## src/rtl/smb_pkg.sv

```systemverilog
`timescale 1ns/1ps
package smb_pkg;
  // decoded Booth selection: magnitude class plus a negate flag
  typedef struct packed {
    logic neg;
    logic one;
    logic two;
  } bsel_t;
endpackage

```

## src/rtl/smb_sm_conv.sv

```systemverilog
`timescale 1ns/1ps
module smb_sm_conv #(
  parameter int N = 8
) (
  input  logic [N-1:0] tc_i,
  output logic         sgn_o,
  output logic [N-2:0] mag_o
);
  // negative values: invert below the sign; the +1 travels as a correction digit
  always_comb begin
    sgn_o = tc_i[N-1];
    mag_o = tc_i[N-2:0] ^ {(N-1){tc_i[N-1]}};
  end
endmodule

```

## src/rtl/smb_booth_dec.sv

```systemverilog
`timescale 1ns/1ps
module smb_booth_dec
  import smb_pkg::*;
(
  input  logic [2:0] trip_i,
  output bsel_t      sel_o
);
  always_comb begin
    sel_o = '0;
    unique case (trip_i)
      3'b001, 3'b010: sel_o.one = 1'b1;
      3'b011:         sel_o.two = 1'b1;
      3'b100:         begin sel_o.two = 1'b1; sel_o.neg = 1'b1; end
      3'b101, 3'b110: begin sel_o.one = 1'b1; sel_o.neg = 1'b1; end
      default:        sel_o = '0;
    endcase
  end
endmodule

```

## src/rtl/smb_pp_row.sv

```systemverilog
`timescale 1ns/1ps
module smb_pp_row
  import smb_pkg::*;
#(
  parameter int N = 8
) (
  input  logic         ysgn_i,
  input  logic [N-2:0] ymag_i,
  input  bsel_t        sel_i,
  output logic [N-1:0] dmag_o,
  output logic [N-1:0] dneg_o,
  output logic [1:0]   cmag_o,
  output logic [1:0]   cneg_o
);
  logic active;
  logic row_sgn;

  always_comb begin
    active  = sel_i.one | sel_i.two;
    row_sgn = active & (ysgn_i ^ sel_i.neg);
  end

  // digit placement: single selection at offset 0, double at offset 1
  for (genvar i = 0; i < N; i++) begin : g_dig
    if (i == 0) begin : g_lo
      assign dmag_o[i] = sel_i.one & ymag_i[i];
    end else if (i == N-1) begin : g_hi
      assign dmag_o[i] = sel_i.two & ymag_i[i-1];
    end else begin : g_mid
      assign dmag_o[i] = (sel_i.one & ymag_i[i]) | (sel_i.two & ymag_i[i-1]);
    end
    assign dneg_o[i] = row_sgn;
  end

  always_comb begin
    cmag_o = {ysgn_i & sel_i.two, ysgn_i & sel_i.one};
    cneg_o = cmag_o & {2{row_sgn}};
  end
endmodule

```

## src/rtl/smb_booth_ppgen.sv

```systemverilog
`timescale 1ns/1ps
module smb_booth_ppgen
  import smb_pkg::*;
#(
  parameter int N = 8
) (
  input  logic                      clk,
  input  logic                      rst_n,
  input  logic [N-1:0]              mcand_i,
  input  logic [N-1:0]              mplier_i,
  output logic [((N+1)/2)*N-1:0]    pp_mag_o,
  output logic [((N+1)/2)*N-1:0]    pp_neg_o,
  output logic [2*((N+1)/2)-1:0]    cor_mag_o,
  output logic [2*((N+1)/2)-1:0]    cor_neg_o
);
  localparam int NPP = (N + 1) / 2;
  localparam int XW  = 2 * NPP + 1;
  localparam int PW  = NPP * N;
  localparam int CW  = 2 * NPP;

  // reset: asserted asynchronously, released through two flops
  logic [1:0] rsync_q;
  logic       rst_int_n;
  always_ff @(posedge clk or negedge rst_n) begin
    if (!rst_n) rsync_q <= 2'b00;
    else        rsync_q <= {rsync_q[0], 1'b1};
  end
  assign rst_int_n = rsync_q[1];

  // multiplicand to sign-magnitude
  logic         ysgn;
  logic [N-2:0] ymag;
  smb_sm_conv #(.N(N)) u_conv (
    .tc_i  (mcand_i),
    .sgn_o (ysgn),
    .mag_o (ymag)
  );

  // extended multiplier: zero below, sign copy above when N is odd
  logic [XW-1:0] xe;
  always_comb begin
    xe = '0;
    xe[N:1] = mplier_i;
    for (int i = N + 1; i < XW; i++) xe[i] = mplier_i[N-1];
  end

  logic [PW-1:0] pp_mag_nx, pp_neg_nx;
  logic [CW-1:0] cor_mag_nx, cor_neg_nx;

  for (genvar k = 0; k < NPP; k++) begin : g_row
    bsel_t sel;
    smb_booth_dec u_dec (
      .trip_i (xe[2*k+2:2*k]),
      .sel_o  (sel)
    );
    smb_pp_row #(.N(N)) u_row (
      .ysgn_i (ysgn),
      .ymag_i (ymag),
      .sel_i  (sel),
      .dmag_o (pp_mag_nx[k*N +: N]),
      .dneg_o (pp_neg_nx[k*N +: N]),
      .cmag_o (cor_mag_nx[2*k +: 2]),
      .cneg_o (cor_neg_nx[2*k +: 2])
    );
  end

  always_ff @(posedge clk or negedge rst_int_n) begin
    if (!rst_int_n) begin
      pp_mag_o  <= '0;
      pp_neg_o  <= '0;
      cor_mag_o <= '0;
      cor_neg_o <= '0;
    end else begin
      pp_mag_o  <= pp_mag_nx;
      pp_neg_o  <= pp_neg_nx;
      cor_mag_o <= cor_mag_nx;
      cor_neg_o <= cor_neg_nx;
    end
  end

  // per-row checks on the registered outputs
  for (genvar k = 0; k < NPP; k++) begin : g_chk
    assert_zero_row_R4: assert property (@(posedge clk) disable iff (!rst_n)
      (($past(xe[2*k+2:2*k]) == 3'b000) || ($past(xe[2*k+2:2*k]) == 3'b111))
      |-> (pp_mag_o[k*N +: N] == '0 && pp_neg_o[k*N +: N] == '0 &&
           cor_mag_o[2*k +: 2] == 2'b00));
    assert_uniform_sign_R5: assert property (@(posedge clk) disable iff (!rst_n)
      (|pp_neg_o[k*N +: N]) |-> (&pp_neg_o[k*N +: N]));
    assert_pos_no_corr_R7: assert property (@(posedge clk) disable iff (!rst_n)
      !$past(mcand_i[N-1]) |-> (cor_mag_o[2*k +: 2] == 2'b00));
    assert_single_corr_R7: assert property (@(posedge clk) disable iff (!rst_n)
      $onehot0(cor_mag_o[2*k +: 2]) && ((cor_neg_o[2*k +: 2] & ~cor_mag_o[2*k +: 2]) == 2'b00));
  end
endmodule

```

## config.mk

```make
export PLATFORM = sky130hd
export DESIGN_NAME = smb_booth_ppgen
export DESIGN_NICKNAME = d
export VERILOG_FILES = /design/src/rtl/smb_pkg.sv /design/src/rtl/smb_sm_conv.sv /design/src/rtl/smb_booth_dec.sv /design/src/rtl/smb_pp_row.sv /design/src/rtl/smb_booth_ppgen.sv
export SDC_FILE = /design/constraint.sdc
export NUM_CORES = 1
export LEC_CHECK = 0
export BUFFER_PORTS_ARGS = -buffer_cell sky130_fd_sc_hd__buf_2
export CAP_MARGIN = 5
export CORE_UTILIZATION = 35
export DETAILED_ROUTE_END_ITERATION = 10
export HOLD_SLACK_MARGIN = 0.06
export SYNTH_ARGS = -nofsm -noshare
export SYNTH_HDL_FRONTEND = slang
export SYNTH_SLANG_ARGS = --single-unit
```

## constraint.sdc

```tcl
create_clock -name clk -period 1.7 [get_ports clk]
set_clock_uncertainty 0.2 [all_clocks]
set_input_delay 0 -clock clk [delete_from_list [all_inputs] [get_ports clk]]
set_output_delay 0 -clock clk [all_outputs]
set_load 0.01 [all_outputs]
```

* Yosys cells after proc, flatten, opt, wreduce, memory -nomap -nowiden
Cells that the tools add are included.
Widths: inputs -> output; s select.
** Storage, ports and cells
- Register bits after elaboration :: 75
- Input bits :: 18
- Output and inout bits :: 80
- Word-level logic and storage cells :: 154
** Operators by class
- Equality and inequality tests :: 21
- Multiplexer cells :: 12
- Bitwise gates (word level) :: 105
- Reductions and logical operators :: 11
** Operator list (number)
- $and 1x1->1 :: 68
- $or 1x1->1 :: 28
- $eq 3x3->1 const B :: 9
- $eq 3x2->1 const B :: 6
- $mux 1 :: 12
- $reduce_or 4->1 :: 3
- $reduce_or 2->1 :: 5
- $eq 3x1->1 const B :: 3
- $reduce_or 3->1 :: 3
- $and 2x2->2 :: 4
- $xor 7x7->7 :: 1
- $eq 2x2->1 const B :: 2
- $xor 1x1->1 :: 4
- $eq 2x1->1 const B :: 1

* Logic depth before layout (Yosys ltp)
Gate-level depths: netlist of run 1.
- Word-level depth :: 6
- Gate-level depth with buffers :: 5
- Depth with buffers taken out :: 3

* By module
From an unflattened synthesis of run 1, not the netlist that was laid out.
** Unflattened totals
- Cell total of the unflattened synthesis :: 213
- Area total of the unflattened synthesis :: 3055.4 sq um
** By module, submodules not included
- smb_booth_ppgen :: instances 1, cells each 84, area an instance 2059.5 sq um, sequential area each 2052.0 sq um
- smb_pp_row :: instances 4, cells each 25, area an instance 197.7 sq um, sequential area each 0.0 sq um
- smb_booth_dec :: instances 4, cells each 5, area an instance 31.3 sq um, sequential area each 0.0 sq um
- smb_sm_conv :: instances 1, cells each 9, area an instance 80.1 sq um, sequential area each 0.0 sq um

* Worst setup path after synthesis of run 1
No wires, ideal clock.
- Path kind :: in2reg
- Start point :: input port mplier_i[1]
- End point :: register pp_mag_o[1]
- Arrival :: 0.673 ns
- Data required time :: 1.369 ns
- Path slack :: 0.697 ns
- Stages on the path :: 5
- Buffers on the path :: 2
- Path through :: buf_6 nor2b_4 buf_6 a221oi_1 a31oi_1
** Between the ends
- Longest elaborated chain between the ends :: 5
- Elaborated cells on any way between the ends :: 9
** Ends and longest elaborated chain
- start, declared :: line smb_booth_ppgen.sv:10 : input logic [N-1:0] mplier_i,
- $eq 2x1->1 / $eq 2x2->1 (equally long branches) :: line smb_booth_dec.sv:10 : unique case (trip_i)
- $reduce_or 2->1 (no source line)
- $mux 1 :: line smb_booth_dec.sv:10
- $and 1x1->1 :: line smb_pp_row.sv:30 : assign dmag_o[i] = (sel_i.one & ymag_i[i]) | (sel_i.two & ymag_i[i-1]);
- $or 1x1->1 * :: line smb_pp_row.sv:30
- named net g_row[0].u_row.dmag_o[1] :: line smb_pp_row.sv:10 : output logic [N-1:0] dmag_o,
- end signal, assigned :: line smb_booth_ppgen.sv:74 : pp_mag_o <= pp_mag_nx;
- end, declared :: line smb_booth_ppgen.sv:11 : output logic [((N+1)/2)*N-1:0] pp_mag_o,
Mark *: on every way through the listed nets, which the timed path passes. The rest lies on a longest branch.

* Final worst setup path of run 1
- Start point :: input port mplier_i[5]
- End point :: register pp_neg_o[24] (netlist name)
** Between the ends
- Longest elaborated chain between the ends :: 5
- Elaborated cells on any way between the ends :: 15
** Ends and longest elaborated chain
- $eq 3x1->1 (tied with other cells) :: line smb_booth_dec.sv:10
- $reduce_or 4->1 (no source line) (tied with other cells)
- $mux 1 :: line smb_booth_dec.sv:10
- $or 1x1->1 / $xor 1x1->1 (equally long branches) :: line smb_pp_row.sv:19, smb_pp_row.sv:20
- $and 1x1->1 * :: line smb_pp_row.sv:20 : row_sgn = active & (ysgn_i ^ sel_i.neg);
- named net g_row[3].u_row.row_sgn :: line smb_pp_row.sv:16 : logic row_sgn;
Marks and branches as above.

==> summary.md, run 1 <==
| Metric | Value |
|---|---|
| Run status | finished clean |
| Max Cap Viol | 0 |
| Post-synthesis mux area share | less than 1% |
| Synth Area per Inst | 12.1 um2 |
| Register area share after synthesis | between 50% and 60% |
| CP Class | primary input to flip-flop |
| Initial Util | between 30% and 40% |
| Share of the synthesized area in the top cell type | 58.1% |
| Synthesized area | 2330 um2 |
| Finished Layout Cells | 368 |
| Synth-to-layout area growth | 30.4% |
| Synthesized Nets | around 210 |
| FP Rows | 29 |
| CP arrival | 1.60 ns |
| Crit start category | primary input |
| Post-Synthesis Cells | roughly 190 |
| Layout cell share with drive strength beyond 1 | 40.5% |
| Layout net count | between 300 and 400 |
| Cells after DPL | about 330 |
| Tmin final | between 1.5 and 2 ns |
| GPL Wtd Cong | about 0.78 |
| Post-cts sizing count | 0 |
| Clock Sinks | 54 |
| Core ar. | between 6000 and 7000 um2 |
| VDD IR max | a little over 0.0005 V |
| Die span in x | 83.5 um |
| Post-CTS Hold Fix Bufs | 27 |
| Synthesis Warnings | 0 |
| DP Area | around 2700 um2 |
| Setup Fix Bufs, Post-CTS | 0 |
| IO buf count | 97 |
| Gr ovfl total | 0 |
| Pwr Total | between 2000 and 3000 uW |
| Synth Area in Simple Gates | between 10% and 20% |
| DRC viols | 0 |
| Die height | 83.5 um |
| Synth area leaders | dfrtp_1 (58%), buf_4 (10%), o22ai_1 (5.1%) |
| Initial antenna violation count | 0 |
| Via density | between 4 and 5 |
| Total number of vias | approximately 1,700 |
| Worst reg2reg endpoint | pp_mag_o[3]$_DFF_PN0_ |
| Antenna diode count | 0 |
| Worst hold path class | flip-flop to async pin |
| Worst-path clk slew | about 0.10 ns |
| Io pins | 98 |
| Post-Synth Adder-Cell Area | 0% |
| Largest family of logic cells by synthesized area | simple AND/OR/NAND/NOR gates |
| CTS tree | done |
| Setup violators final | 0 |
| Post-synthesis cell type count | 25 |
| CP required | 1.69 ns |
| Final hold viol count | 0 |
| Vias in the first global route | 1,605 |
| Worst setup EP type | flip-flop |
| Clk Latency, worst-skew pair | approximately 0.3 ns |
| Xor/xnor share of the synthesized area | 5.38% |
| Rel. slew slack | a little under three fifths |
| Worst-path fanout max | 8 |
| HPWL after DPL | about 3.4 mm |
| Drt total wl | 4.97 mm |
| Worst Reg-to-Reg Cells | 1 |
| Cell accounting for the most synthesized area | dfrtp_1 |
| Root Buffer | clkbuf_8 |
| Routed length per instance | about 14 um |
| Initial drt markers | 64 |
| P_leak | ~0.0015 uW |
| Main synth FF type | dfrtp_1 |
| Worst-margin pin slew | 0.643 ns |
| Synth Area in Compound Gates | roughly 11% |
| Setup TNS | 0 ns |
| First-pass GRT wire length | 8.02 mm |
| Antenna Nets Post-Route | 0 |
| H-tree depth | 2 |
| Gr usage total | 14.6% |
| Fin. max-slew vios | 0 |
| Final period util | 94.8% |
| Reg2reg start | rsync_q[1]$_DFF_PN0_ |
| Async SR Flop Fraction | 100% |
| Pwr/cell area | 923 nW/um2 |
| RSZ-0062 raised after global routing | no |
| Fin area | slightly above 3000 um2 |
| Die ar. | 6980 um2 |
| Reg-to-reg slack, setup | approximately 1.0 ns |
| Clock tree buffer depth | 2 |
| Post-synth EDFFs | 0 |
| Initial DRT Pass Iterations | 4 |
| CTS buffer count | 5 |
| Largest net degree at the start of global routing | between 50 and 60 |
| FMAX | about 620 MHz |
| Number of synthesized register bits | 54 |
-- critical path, cell delays in order --
cell and delay (ns):
dlygate4sd3_1 0.52, buf_2 0.24, nand2_1 0.09, dlygate4sd3_1 0.58, nand3b_1 0.08, o21ai_0 0.09
-- stage by stage --
stage          setup WS, ns  hold WS (ns)  util [%]
3_5_place_dp          0.362        -0.412      41.7
3_3_place_gp          0.410        -0.413      41.7
4_1_cts               0.106        0.0633      47.5
2_1_floorplan         0.564        -0.496         -
5_1_grt              0.0329        0.0884      47.5
6_report             0.0879        0.0501      47.5
-- how the worst max path moves through the flow --
| stage | from | endpoint | cells after the start |
|---|---|---|---|
| global placement | mcand_i[7] | pp_mag_o[26]$_DFF_PN0_ | 3 |
| finish | mplier_i[5] | pp_neg_o[24]$_DFF_PN0_ | 6 |
| detailed placement | mcand_i[7] | pp_mag_o[26]$_DFF_PN0_ | 3 |
| global route | mplier_i[5] | pp_neg_o[24]$_DFF_PN0_ | 6 |
| CTS | mplier_i[5] | pp_neg_o[24]$_DFF_PN0_ | 6 |
| floorplan | rsync_q[1]$_DFF_PN0_ | cor_mag_o[0]$_DFF_PN0_ | 0 |
-- synth_stat cells (all sizes together), types with 2 or more instances --
library cell	n
xnor2	10
o21ai	2
and3b	2
dfrtp	54
o22ai	19
nor2	16
a21oi	3
a221oi	6
nand2b	15
nor2b	10
conb	2
nand3b	2
buf	36
a31oi	6
nand2	5
-- routing by layer --
layer	GRT usage [%]	wire (um)	vias to the layer above
li1	-	-	815
met1	19.6	2170	818
met2	23.8	2500	67
met3	2.77	231	7
met4	5.08	68	0
met5	0	0	-
-- flip-flops by register name (all words and copies together) (netlist names) --
name       count
rsync_q        2
pp_neg_o       4
cor_neg_o      8
cor_mag_o      8
pp_mag_o      32
-- report_power, final --
part | internal (uW) | total [uW] | switching (uW) | leakage (uW)
combinational | 264 | 602 | 338 | 0.000808
sequential | 1390 | 1430 | 40.0 | 0.000685
clock | 336 | 764 | 428 | 0.0000478
-- cell families after synthesis --
kind of cell | count (synthesis)
AOI/OAI and AO/OA | 36
xor gates and xnor gates | 10
buffers and inverters | 38
DFF | 54
muxes | 1
other | 2
and+or+nand+nor | 52
-- cells in the final DEF (no fill, tap or decap), drive strengths merged, types with 3 or more instances in the layout --
master / netlist / layout
a21oi: 3 / 3
a221oi: 6 / 6
a31oi: 6 / 6
buf: 36 / 100
clkbuf: 1 / 6
dfrtp: 54 / 54
dlygate4sd3: 0 / 27
nand2: 5 / 5
nand2b: 15 / 15
nor2: 16 / 16
nor2b: 10 / 10
o22ai: 19 / 19
xnor2: 10 / 10
-- layout make-up --
| class | instances | area [um2] |
|---|---|---|
| fillers | 610 | 3350 |
| multi-input cells | 101 | 692 |
| clock buffers | 6 | 82.6 |
| inverters | 1 | 3.75 |
| clock inverters | 2 | 16.3 |
| well taps | 77 | 96.3 |
| flip-flops and latches | 54 | 1350 |
| repair buffers | 127 | 791 |
(Power assumes the default switching activity.)
==> inputs of run 2 (changes only) <==
--- a/config.mk
+++ b/config.mk
@@ -5,6 +5,7 @@
 export SDC_FILE = /design/constraint.sdc
 export NUM_CORES = 1
 export LEC_CHECK = 0
+export ABC_AREA = 1
 export BUFFER_PORTS_ARGS = -buffer_cell sky130_fd_sc_hd__buf_2
 export CAP_MARGIN = 5
 export CORE_UTILIZATION = 35
==> run 2 against run 1 <==
Effect of this change:
- register-to-register slack worse by 0.66 ns
- worst hold slack improved by 0.0016 ns
- clock power shrank 11%
- die area down 0.42%
- flip-flop and latch count is the same
- sequential power is essentially flat
- combinational power shrank 4.5%
- global-route usage rose by 1.5 points
- setup slack worse by 0.024 ns
- critical path depth up 1
- critical endpoint is now pp_mag_o[2]$_DFF_PN0_
==> summary.md, run 2 <==
| Metric | Value |
|---|---|
| Run status | finished clean |
| Slowest CP cell | dlygate4sd3_1 |
| Worst-path fanout max | 7 |
| Number of flip-flops in the largest register | 32 |
| H-tree depth | 2 |
| Critical path buffer and inverter count | 4 |
| Top-count cell post-synth | nand2_1 |
| Worst Reg-to-Reg Cells | 1 |
| Fin. max-slew vios | 0 |
| Synthesized Nets | 277 |
| Worst-path clk slew | around 0.090 ns |
| Max Cap Viol | 0 |
| Synth Area in Compound Gates | less than 1% |
| Clk network pwr share | 25.5% |
| CP required | 1.74 ns |
| Die ar. | just under 7000 um2 |
| Sequential share of power | between 50% and 60% |
| Via density | 4.31 |
| Net switching power | around 750 uW |
| Antenna Nets Post-Route | 0 |
| Cell Chain, Critical Path | dlygate4sd3_1 -> buf_4 -> inv_1 -> nor2_4 -> nand2_1 -> dlygate4sd3_1 -> nand2_1 |
| Busiest grt layer | met2 |
| GPL Wtd Cong | roughly 0.8 |
| RSZ-0062 raised after global routing | no |
| Synth top cells by count | nand2_1 (99), dfrtp_1 (54), buf_4 (29) |
| Cell type group with the largest total delay on the critical path | buffers and inverters |
| IO buf count | between 90 and 100 |
| CP arrival | around 1.7 ns |
| Async SR Flop Fraction | 100% |
| Clock tree buffer depth | 2 |
| Layout cell share with drive strength beyond 1 | approximately 32% |
| Cell accounting for the most synthesized area | dfrtp_1 |
| Worst setup EP type | flip-flop |
| Routed length per instance | ~12 um |
| Tmin final | between 1.5 and 2 ns |
| Root Buffer | clkbuf_8 |
| Final period util | between 90% and 100% |
| Net Sw Frac | between 20% and 30% |
| Drt total wl | ~5.3 mm |
| Setup violators final | 0 |
| Reg with most FFs | pp_mag_o |
| Share of the synthesized area in the top cell type | between 50% and 60% |
| Register area share after synthesis | 58.3% |
| VDD IR max | 0.000425 V |
| Synthesized area | about 2300 um2 |
| DP Area | around 2700 um2 |
| Antenna diode count | 0 |
| Core ar. | approximately 6400 um2 |
| Commonest non-fill, non-tap cells in the layout | nand2_1 (99), buf_2 (96), dfrtp_1 (53) |
| Commonest non-fill, non-tap cell in the layout | nand2_1 |
| Layout net count | 395 |
| Grt met1 use | 21.4% |
| Vias in the first global route | around 1,900 |
| Worst reg2reg endpoint | pp_mag_o[2]$_DFF_PN0_ |
| Initial DRT Pass Iterations | 4 |
| HPWL after DPL | between 3 and 4 mm |
| Reg-to-reg slack, setup | roughly 0.36 ns |
| Pwr/cell area | between 800 and 900 nW/um2 |
| First-pass GRT wire length | roughly 9 mm |
| Final hold viol count | 0 |
| Post-Synth Adder-Cell Area | 0% |
| Synth area leaders | dfrtp_1 (58%), nand2_1 (16%), buf_4 (9.4%) |
| Setup TNS | 0 ns |
| Xor/xnor share of the synthesized area | 0% |
| Initial Util | a little over a third |
| Gr ovfl total | 0 |
| CTS buffer count | 5 |
| Synth-to-layout area growth | 38.7% |
| Crit start category | primary input |
| Clock Sinks | 54 |
| Fill count | 613 |
| Largest family of logic cells by synthesized area | simple AND/OR/NAND/NOR gates |
| Initial antenna violation count | 0 |
| Fin area | about 3200 um2 |
| Io pins | approximately 100 |
| Total number of vias | between 1,500 and 2,000 |
| CTS tree | done |
| Post-Synthesis Cells | ~260 |
| DRC viols | 0 |
| Reg2reg start | rsync_q[1]$_DFF_PN0_ |
| Main synth FF type | dfrtp_1 |
| Number of synthesized register bits | 54 |
| Initial drt markers | 90 |
| Worst hold path class | flip-flop to async pin |
| FP Rows | 29 |
| Largest net degree at the start of global routing | 36 |
| Clk Latency, worst-skew pair | 0.30 ns |
| Met3 Track Usage GR | 2.98% |
| CP Class | primary input to flip-flop |
| Post-synthesis cell type count | 12 |
| Synthesis Warnings | 0 |
| Gr usage total | between 10% and 20% |
| Die height | 83.4 um |
| Internal power | 1920 uW |
| Combinational power share | between 20 and 25% |
| Post-synth EDFFs | 0 |
| Synth Area in Simple Gates | 26.3% |
| Met2 Use GR | 26.2% |
| P_leak | between 0.0015 and 0.002 uW |
| Synth Area per Inst | between 8 and 9 um2 |
| Die span in x | approximately 83 um |
| Post-synthesis mux area share | 0% |
| FMAX | approximately 600 MHz |
| Top Registers | pp_mag_o x32, cor_mag_o x8, cor_neg_o x8 |
| Max incr delay on CP | roughly 0.56 ns |
==> run 2: cell types whose count changed in the layout (fill, tap and decap cells not counted), moves of 5 or more <==
cell	change
nand3_1	+6
a221oi_1	-6
dlygate4sd3_1	+16
nor2b_1	-9
o22ai_1	-19
nand2_2	+8
inv_1	+25
nand2b_1	-15
nor2_4	+7
a31oi_1	-6
nand2_1	+94
xnor2_2	-5
xnor2_1	-5
nor2_1	+5
==> run 2: cells by family after synthesis <==
| logic type | count (synthesis) |
|---|---|
| AO/OA/AOI/OAI | 4 |
| flip-flops | 54 |
| other | 2 |
| AND/OR/NAND/NOR | 141 |
| buffers and inverters | 58 |
==> run 2: what timing repair did <==
| item | in CTS | in global routing |
|---|---|---|
| setup buffers | 0 | 1 |
| resized for setup | 0 | 1 |
| hold endpoints to repair | 70 | 8 |
| hold buffers | 41 | 2 |
| setup endpoints to repair | 0 | 3 |
==> run 2: routing by layer <==
metal / vias up / part of all wire (%) / routed length (um)
li1: 971 / - / -
met1: 901 / 45 / 2420
met2: 84 / 47 / 2530
met3: 6 / 6.0 / 323
met4: 0 / 1.4 / 76
met5: - / 0 / 0
==> run 2: stage by stage <==
step / total power (uW) / hold WS (ns) / util, % / worst slack (ns) / instances
2_1_floorplan: 1780 / -0.496 / - / 0.564 / 259
3_3_place_gp: 1930 / -0.412 / 42.2 / 0.497 / 403
3_5_place_dp: 1930 / -0.411 / 42.2 / 0.459 / 403
4_1_cts: 2690 / 0.0324 / 49.8 / 0.0942 / 452
5_1_grt: 2820 / 0.0881 / 50.3 / 0.00956 / 455
6_report: 2670 / 0.0518 / 50.3 / 0.0641 / 455
==> run 2: area by class of cell <==
| cell class | instances | area, um2 | share of cell area (%) |
|---|---|---|---|
| sequential | 54 | 1350 | 42.1 |
| inverter | 27 | 101 | 3.15 |
| clock buffer | 8 | 80.1 | 2.49 |
| timing repair buffer | 142 | 946 | 29.4 |
| tap | 77 | 96.3 | 3.00 |
| multi-input combinational | 147 | 637 | 19.8 |
==> run 2: power by group through the flow <==
stage	Clock, uW	Sequential, uW	Combinational (uW)
after floorplan	0	1510	268
final	682	1410	575
after global placement	0	1450	479
after detailed placement	0	1450	483
after global routing	757	1430	635
after CTS	705	1420	562
==> run 2: worst max path at each step <==
| stage | slack, ns | to | startpoint | cells after the start |
|---|---|---|---|---|
| floorplan | 0.56 | cor_mag_o[0]$_DFF_PN0_ | rsync_q[1]$_DFF_PN0_ | 0 |
| global placement | 0.50 | pp_mag_o[0]$_DFF_PN0_ | mcand_i[7] | 6 |
| detailed placement | 0.46 | pp_mag_o[24]$_DFF_PN0_ | mcand_i[7] | 6 |
| CTS | 0.09 | pp_mag_o[2]$_DFF_PN0_ | mplier_i[1] | 7 |
| global route | 0.01 | pp_mag_o[26]$_DFF_PN0_ | mcand_i[1] | 8 |
| finish | 0.06 | pp_mag_o[2]$_DFF_PN0_ | mplier_i[1] | 7 |
==> inputs of run 3 (changes only) <==
--- a/config.mk
+++ b/config.mk
@@ -8,6 +8,7 @@
 export ABC_AREA = 1
 export BUFFER_PORTS_ARGS = -buffer_cell sky130_fd_sc_hd__buf_2
 export CAP_MARGIN = 5
+export CORE_ASPECT_RATIO = 2
 export CORE_UTILIZATION = 35
 export DETAILED_ROUTE_END_ITERATION = 10
 export HOLD_SLACK_MARGIN = 0.06
==> run 3 against run 2 <==
Effect of this change:
- sequential power is essentially flat
- register-to-register slack gained 0.42 ns
- global-route usage grew 0.76 points
- critical path type unchanged
- largest cell class unchanged
- largest power group unchanged
==> summary.md, run 3 (synthesis results as in run 2) <==
| Metric | Value |
|---|---|
| Synth-to-layout area growth | 41.7% |
| Fill count | around 630 |
| Pwr/cell area | between 900 and 1000 nW/um2 |
| FMAX | slightly above 600 MHz |
| Max Cap Viol | 0 |
| Reg2reg start | rsync_q[1]$_DFF_PN0_ |
| Core ar. | approximately 6400 um2 |
| Root Buffer | clkbuf_16 |
| Commonest non-fill, non-tap cells in the layout | nand2_1 (99), buf_2 (95), dfrtp_1 (53) |
| Clk Latency, worst-skew pair | 0.29 ns |
| GPL Wtd Cong | 0.799 |
| Clock Sinks | 54 |
| Multi-input gate area | between 600 and 700 um2 |
| Top Registers | pp_mag_o x32, cor_mag_o x8, cor_neg_o x8 |
| Layout cell share with drive strength beyond 1 | between 30% and 40% |
| Die height | ~120 um |
| Initial drt markers | slightly above 40 |
| Initial DRT Pass Iterations | 4 |
| CP arrival | between 1.5 and 2 ns |
| H-tree depth | 2 |
| Vias in the first global route | roughly 1,800 |
| Gr ovfl total | 0 |
| Largest net degree at the start of global routing | 21 |
| Antenna Nets Post-Route | 0 |
| Final period util | 95.7% |
| Worst-path clk slew | 0.07 ns |
| Via density | 4.16 |
| HPWL after DPL | 3.89 mm |
| P_leak | about 0.0019 uW |
| DRC viols | 0 |
| CP Launch Point | mplier_i[3] |
| Setup violators final | 0 |
| Reg with most FFs | pp_mag_o |
| RSZ-0062 raised after global routing | no |
| Worst hold path class | flip-flop to async pin |
| Crit start category | primary input |
| CP Class | primary input to flip-flop |
| Reg-to-reg slack, setup | approximately 0.78 ns |
| Initial Util | between 30 and 40% |
| Commonest non-fill, non-tap cell in the layout | nand2_1 |
| Die ar. | ~7000 um2 |
| Routed length per instance | between 10 and 15 um |
| Layout net count | 393 |
| First-pass GRT wire length | approximately 8.5 mm |
| Total number of vias | between 1,500 and 2,000 |
| CTS buffer count | 5 |
| Final hold viol count | 0 |
| IO buf count | 97 |
| FP Rows | 41 |
| Initial antenna violation count | 0 |
| CP required | roughly 1.7 ns |
| Worst-path fanout max | 6 |
| Number of flip-flops in the largest register | 32 |
| Tmin final | around 1.6 ns |
| Run status | finished clean |
| Setup TNS | 0 ns |
| Fin. max-slew vios | 0 |
| Worst setup EP type | flip-flop |
| Register area | around 1400 um2 |
| Io pins | 98 |
| Post-CTS Hold Fix Bufs | 39 |
| Die span in x | between 50 and 60 um |
| Antenna diode count | 0 |
| CTS tree | done |
| Pwr Total | 3110 uW |
| Gr usage total | roughly 17% |
| Clock tree buffer depth | 2 |
| VDD IR max | about 0.00040 V |
| Drt total wl | 5.37 mm |
==> run 3: power by group <==
group          internal, uW  total (uW)  leakage [uW]  switching [uW]
logic                   247         570       0.00115             323
registers              1380        1420      0.000691            43.1
clock network           696        1120     0.0000781             422
total                  2320        3110       0.00192             788
==> run 3: critical path: stages <==
cell and delay, ns:
dlygate4sd3_1 0.54, buf_2 0.17, inv_1 0.08, nand2_1 0.07
dlygate4sd3_1 0.61, o21ai_1 0.16
==> run 3: cell type report <==
| cell class | instances | area share [%] |
|---|---|---|
| Sequential cell | 54 | 41.2 |
| Clock inverter | 1 | 0.914 |
| Tap cell | 86 | 3.28 |
| Timing Repair Buffer | 140 | 28.1 |
| Clock buffer | 7 | 4.04 |
| Multi-Input combinational cell | 147 | 19.4 |
| Inverter | 27 | 3.09 |
==> run 3: path summary, 6_finish.rpt <==
kind	endpoint	cells past startpoint
worst min-delay path	pp_mag_o[13]$_DFF_PN0_	0
worst max register to register	pp_mag_o[20]$_DFF_PN0_	1
min in group clk	pp_mag_o[14]$_DFF_PN0_	5
max in group asynchronous	rsync_q[1]$_DFF_PN0_	3
worst min register to register	pp_mag_o[13]$_DFF_PN0_	0
worst max-delay path	pp_neg_o[15]$_DFF_PN0_	6
==> run 3: timing repair <==
item,CTS,global route
hold endpoints to repair,66,14
endpoints found under the setup margin,0,7
gates resized for setup,0,5
buffers inserted,0,1
==> run 3: per-stage QoR <==
| step | setup slack (ns) | std cells | utilization, % | cell area (um2) | hold slack (ns) |
|---|---|---|---|---|---|
| detailed placement | 0.483 | 414 | 42.7 | 2720 | -0.408 |
| global placement | 0.536 | 414 | 42.7 | 2720 | -0.415 |
| finish | 0.0726 | 462 | 51.6 | 3280 | 0.0142 |
| floorplan | 0.564 | 259 | - | 2320 | -0.496 |
| CTS | 0.0713 | 461 | 51.4 | 3270 | 0.0255 |
| global route | 0.0150 | 462 | 51.6 | 3280 | 0.0479 |
==> run 3: per-layer routing <==
layer | GRT usage (%) | share of wire (%)
met1 | 18.9 | 37
met2 | 28.7 | 54
met3 | 2.09 | 4.5
met4 | 11.8 | 4.1
met5 | 0 | 0
